<file path="config.mk">
export PLATFORM = sky130hd
export DESIGN_NAME = pcint_group_flags
export DESIGN_NICKNAME = d
export VERILOG_FILES = /design/src/rtl/pcint_group_flags.sv
export SDC_FILE = /design/constraint.sdc
export NUM_CORES = 1
export LEC_CHECK = 0
export ABC_AREA = 1
export BUFFER_PORTS_ARGS = -buffer_cell sky130_fd_sc_hd__clkbuf_2
export CAP_MARGIN = 5
export CORE_MARGIN = 2
export CORE_UTILIZATION = 47
export DETAILED_ROUTE_END_ITERATION = 10
export PLACE_DENSITY_LB_ADDON = 0.12
export SYNTH_ARGS = -nofsm -noshare
export SYNTH_HDL_FRONTEND = slang
export SYNTH_SLANG_ARGS = --single-unit
</file>
<file path="constraint.sdc">
create_clock -name clk -period 0.8 [get_ports clk]
set_input_delay 0.16 -clock clk [delete_from_list [all_inputs] [get_ports clk]]
set_output_delay 0.16 -clock clk [all_outputs]
set_load 0.01 [all_outputs]
</file>
<file path="src/rtl/pcint_group_flags.sv">
module pcint_group_flags #(
  parameter int ADDR_W = 8,
  parameter logic [ADDR_W-1:0] FLAG_ADDR = 'h3B,
  parameter logic [ADDR_W-1:0] ENA_ADDR  = 'h3C
) (
  input  logic              clk,
  input  logic              rst_n,
  input  logic [23:0]       pins,
  input  logic              gie,
  input  logic [2:0]        ack,
  input  logic [ADDR_W-1:0] addr,
  input  logic              wr_en,
  input  logic [7:0]        wr_data,
  output logic [7:0]        rd_data,
  output logic [2:0]        irq
);
  localparam logic [23:0] G0_MASK = 24'h0000FF;
  localparam logic [23:0] G1_MASK = 24'h007F00;
  localparam logic [23:0] G2_MASK = 24'hFF0000;
  localparam logic [7:0]  LIVE    = 8'h07;

  logic [23:0] s1, s2, prev;
  logic [7:0]  flag_q, ena_q;

  always_ff @(posedge clk or negedge rst_n)
    if (!rst_n) begin
      s1 <= '0; s2 <= '0; prev <= '0;
    end else begin
      s1 <= pins; s2 <= s1; prev <= s2;
    end

  wire [23:0] chg = s2 ^ prev;
  wire [2:0]  hit = {|(chg & G2_MASK), |(chg & G1_MASK), |(chg & G0_MASK)};

  wire       wr_flag = wr_en && (addr == FLAG_ADDR);
  wire       wr_ena  = wr_en && (addr == ENA_ADDR);
  wire [7:0] clr     = (wr_flag ? (wr_data & LIVE) : 8'h00) | {5'b0, ack};
  wire [7:0] flag_d  = ((flag_q & ~clr) | {5'b0, hit}) & LIVE;

  always_ff @(posedge clk or negedge rst_n)
    if (!rst_n) begin
      flag_q <= '0;
      ena_q  <= '0;
    end else begin
      flag_q <= flag_d;
      if (wr_ena) ena_q <= wr_data & LIVE;
    end

  assign irq = flag_q[2:0] & ena_q[2:0] & {3{gie}};

  always_comb begin
    if (addr == FLAG_ADDR)     rd_data = flag_q;
    else if (addr == ENA_ADDR) rd_data = ena_q;
    else                       rd_data = 8'h00;
  end

  p_set_g0_r1: assert property (@(posedge clk) disable iff (!rst_n)
    (|(chg & G0_MASK)) |=> flag_q[0]);
  p_set_g1_r2: assert property (@(posedge clk) disable iff (!rst_n)
    (|(chg & G1_MASK)) |=> flag_q[1]);
  p_set_g2_r3: assert property (@(posedge clk) disable iff (!rst_n)
    (|(chg & G2_MASK)) |=> flag_q[2]);
  p_irq_gate_r4: assert property (@(posedge clk) disable iff (!rst_n)
    (|irq) |-> gie);
  p_upper_zero_r8: assert property (@(posedge clk) disable iff (!rst_n)
    (flag_q[7:3] == 5'b0) && (ena_q[7:3] == 5'b0));

  for (genvar g = 0; g < 3; g++) begin : g_chk
    p_ack_clear_r5: assert property (@(posedge clk) disable iff (!rst_n)
      (ack[g] && !hit[g]) |=> !flag_q[g]);
    p_w1c_r6: assert property (@(posedge clk) disable iff (!rst_n)
      (wr_flag && wr_data[g] && !hit[g]) |=> !flag_q[g]);
    p_hold_r6: assert property (@(posedge clk) disable iff (!rst_n)
      (flag_q[g] && !ack[g] && !(wr_flag && wr_data[g])) |=> flag_q[g]);
  end
endmodule

</file>
# Yosys cells after proc, flatten, opt, wreduce, memory -nomap -nowiden

Index checks and enable logic that the tools add are counted.

Flip-flop bits (word level): 78
Input port bits: 47
Output and inout port bits: 11
Logic and storage cells: 22

Equality and inequality tests: 2
Mux-type cells: 3
Bitwise gates (word level): 7
Reductions and logical operators: 5

Operator list:

| operator                                                        | count |
|---|---|
| 24-bit XOR                                                      | 1 |
| 8-bit by 6-bit == test with 1-bit output, second input constant | 2 |
| 8-bit OR reduction                                              | 2 |
| 3-bit AND                                                       | 3 |
| 8-bit two-way mux                                               | 1 |
| 7-bit OR reduction                                              | 1 |
| 3-bit two-way mux                                               | 2 |
| 3-bit OR                                                        | 2 |
| 3-bit inverter                                                  | 1 |
| 1-bit logical AND                                               | 2 |

# Depth between registers and ports, before layout

Word-level depth: 7
Depth in mapped cells: 7
Depth with buffers taken out: 7

# Least setup slack after synthesis

OpenSTA, ideal clock, no wires.

Path type: input-to-output
From: input port addr[7]
To: output port rd_data[0]
Arrival time: 0.700 ns
Data required time: 0.640 ns
Path slack: -0.060 ns
Cell stages on the path: 5
Buffers on the path: 0
Cell sequence: inv_1 > nand2_4 > nor2_8 > nand2_1 > o22ai_1

Word-level cells in the longest chain between the ends: 3

Ends and longest elaborated chain:

| what                                     | RTL line | RTL |
|---|---|---|
| start, declared                          | 11       | `input logic [ADDR_W-1:0] addr,` |
| 8-bit by 6-bit == test with 1-bit output | 53       | `else if (addr == ENA_ADDR) rd_data = ena_q;` |
| 3-bit two-way mux                        | 53       |  |
| 8-bit two-way mux (*)                    | 52       | `if (addr == FLAG_ADDR) rd_data = flag_q;` |
| end, declared                            | 14       | `output logic [7:0] rd_data,` |

Every way passes the cells marked *; elsewhere a longest branch is shown, timed or not.

# Worst setup path after layout

From: register flag_q[0]
To: output port irq[0]

Word-level cells in the longest chain between the ends: 2

Ends and longest elaborated chain:

| what                    | RTL line | RTL |
|---|---|---|
| start, declared         | 23       | `logic [7:0] flag_q, ena_q;` |
| start signal, assigned  | 45       | `flag_q <= flag_d;` |
| 3-bit AND (2 in series) | 49       | `assign irq = flag_q[2:0] & ena_q[2:0] & {3{gie}};` |
| end, declared           | 15       | `output logic [2:0] irq` |

Every way passes these cells.

==> out/results.ini <==
[cells_and_area]
fin_util_pct = 66.5
syn_to_final_growth_pct = 38.3
nets = 383
multi_input_area_um2 = 648
seqCellArea_mm2 = 0.00188
n_antenna_cell = 0
final_layout_size_suffix_gt1_share_pct = 29.3
nFillCells = 422

[grt]
antenna_found_initial = 0
grt_pass1_vias = 1687
grt_pass1_wl_um = 6710
grt_max_degree = 34
grtUsageTotal_pct = 14.5
grt_overflow = 0

[routing]
first_pass_iters = 3
vias = 1723
detail_route.vias_per_cell = 4.17
drt_iter0_markers = 36
drcViolationCount = 0
routed_wl_um = 3880
postRouteAntennaNets = 0
wire_per_inst_um = 9.40

[yosys]
netlist_area_mm2 = 0.00262
ys_ff_latch = 75
synthMuxAreaShare_pct = 0
synth-xor-area-share_pct = 1.00
synth-compound-area-share_pct = 1.29
synth_top_area_cell = dfrtp_1
synthTopCellsByArea = dfrtp_1, nand2_1, inv_1
synth_fa_ha_area_share_pct = 0
avgSynthCellArea_um2 = 10.7
netlist_instances = 245
synth_top_area_share_pct = 71.7
ys_seq_area_share_pct = 71.7
synth-simple-area-share_pct = 17.6
synth_cell_types = 19
ys_warn_count = 0
synth_top_family_by_area = simple AND/OR/NAND/NOR gates

[clocking]
cts.clk_slew.worst_paths_ps = 80
cts_tree = built
cts_root_buf = clkbuf_8
cts.sinks = 75
h-tree-depth = 3
clk_latency_ps = 340
cts_buffer_depth = 2
numCtsBuffers = 9

[timing]
setup_viol = 9
timing.final.crit_period_ps = 1200
maxSlewViolCount = 0
clock.fmax_ghz = 0.836
post-route-period-util_pct = 150
rsz0062_at_grt = yes
setup_ws_ps = -397
finalHoldViolCount = 0
fin_skew_ps = 4.33

[die]
die_area_mm2 = 0.00618
dieHeight_um = 78.6
rows = 27
num_io_pins = 58
coreArea_mm2 = 0.00544
initial_core_util_pct = 48.1
die_w_um = 78.6

[power]
p_leak_nw = 1.92
p_int_mw = 5.72
p_per_area_mw_per_mm2 = 2070
switchingPower_mw = 1.77
seqPwrFrac_pct = 54.2
pwr-share-comb_pct = 7.9
power_mw = 7.49
netSwitchingFraction_pct = 23.6
clock_power_share_pct = 37.9
ir_worst_vdd_mv = 1.61

[critical_path]
crit_type = register to output port
cp_max_fo = 3
r2r_slack_ps = -170
required_ps = 640
critPathArrivalTime_ps = 1040
endpoint_kind = output port
path_cells = inv_2 -> nor3_2 -> buf_2
critPathSlowestCell = dfrtp_1
cp-start-kind = register
slowest_delay_ps = 350

[place]
port_buffers = 46
place.gp.congestion = 0.753
dp_hpwl_um = 2570

[job]
timing.max_cap.violations = 0

[status]
violations = setup timing
status = finished with violations

[worst_hold_path]
hp-class = input pin to register

per-layer routing:
layer  track usage (%)  wire length, µm  up-vias
li1                  -                -      892
met1              16.4             1730      780
met2              24.2             1830       42
met3              5.40              230        9
met4              7.37               87        0
met5                 0                0        -
state kept, by name, indices dropped and copies added, names as in the netlist:
signal / count
s2: 23
flag_q: 3
s1: 23
prev: 23
ena_q: 3
power by group through the flow:
stage	clock network, mW	logic, mW	registers, mW
2_1_floorplan	0	0.248	4.12
3_3_place_gp	0	0.476	4.13
3_5_place_dp	0	0.486	4.14
4_1_cts	2.95	0.596	4.06
5_1_grt	3.10	0.669	4.09
6_report	2.84	0.589	4.06
cells in the mapped netlist:
library cell / number
xnor2_1: 3
inv_1: 46
nand3_2: 1
conb_1: 1
nand2_1: 66
buf_4: 5
inv_2: 1
nor2_1: 28
nand4_1: 3
nor2_8: 1
nor2_2: 1
nor3_1: 3
nand3_1: 1
dfrtp_1: 75
nand2_2: 2
o21ai_1: 3
nor3_2: 1
nand2_4: 1
o22ai_1: 3
critical path: cells and delay by family (launching register included):
kind | cells | cell delay, ps
flops | 1 | 350
simple gates | 1 | 150
buf+inv | 2 | 200
metrics by stage:
step | setup TNS, ps | area, µm² | hold WS [ps] | setup slack, ps | std cells
floorplan | -215 | 2740 | -136 | -55.5 | 249
global placement | -2860 | 3110 | 14.2 | -329 | 370
detailed placement | -2950 | 3110 | 15.0 | -336 | 370
CTS | -3030 | 3590 | 38.7 | -427 | 414
global route | -3480 | 3620 | 57.6 | -467 | 413
finish | -2740 | 3620 | 58.0 | -397 | 413
cell usage in the layout, fill, tap and decap left out, types with 3 or more instances in the layout:
cell type      instances
dfrtp_1               75
nand2_1               63
inv_1                 39
clkbuf_2              38
nor2_1                26
dlygate4sd3_1         24
clkbuf_8               9
buf_4                  7
inv_2                  6
conb_1                 5
buf_2                  5
buf_6                  5
nand4_1                3
xnor2_1                3
nor3_2                 3
nand2_4                3
clkinvlp_4             3
timing repair:
action | CTS | global route
hold buffers | 24 | 0
resized for setup | 9 | 18
setup endpoints to repair | 9 | 12
gates cloned | 0 | 0
endpoints found under the hold margin | 98 | 0
buffers inserted | 4 | 2
pin swaps | 8 | 3
final timing paths:
path                            start   endpoint  cells after the start
max                         flag_q[0]     irq[0]                      3
min                        wr_data[1]   ena_q[1]                      3
max reg2reg                     s2[1]  flag_q[0]                      6
min reg2reg                    s1[23]     s2[23]                      0
max in group asynchronous       rst_n  flag_q[1]                      3
min in group asynchronous       rst_n     s1[10]                      2
cell type report:
class	count	area share, %
inverters	47	5.53
flip-flops and latches	75	51.9
clock inverters	7	2.07
well taps	72	2.49
clock buffers	9	3.42
multi-input cells	122	17.9
repair buffers	81	16.7
kinds of logic (layout without fill, tap and decap cells):
kind of cell / Yosys count / in the layout
flip-flops: 75 / 75
buffers and inverters: 52 / 144
other: 1 / 5
AND/OR/NAND/NOR: 108 / 108
AO/OA/AOI/OAI: 6 / 6
XOR/XNOR: 3 / 3
(Power assumes the default switching activity.)
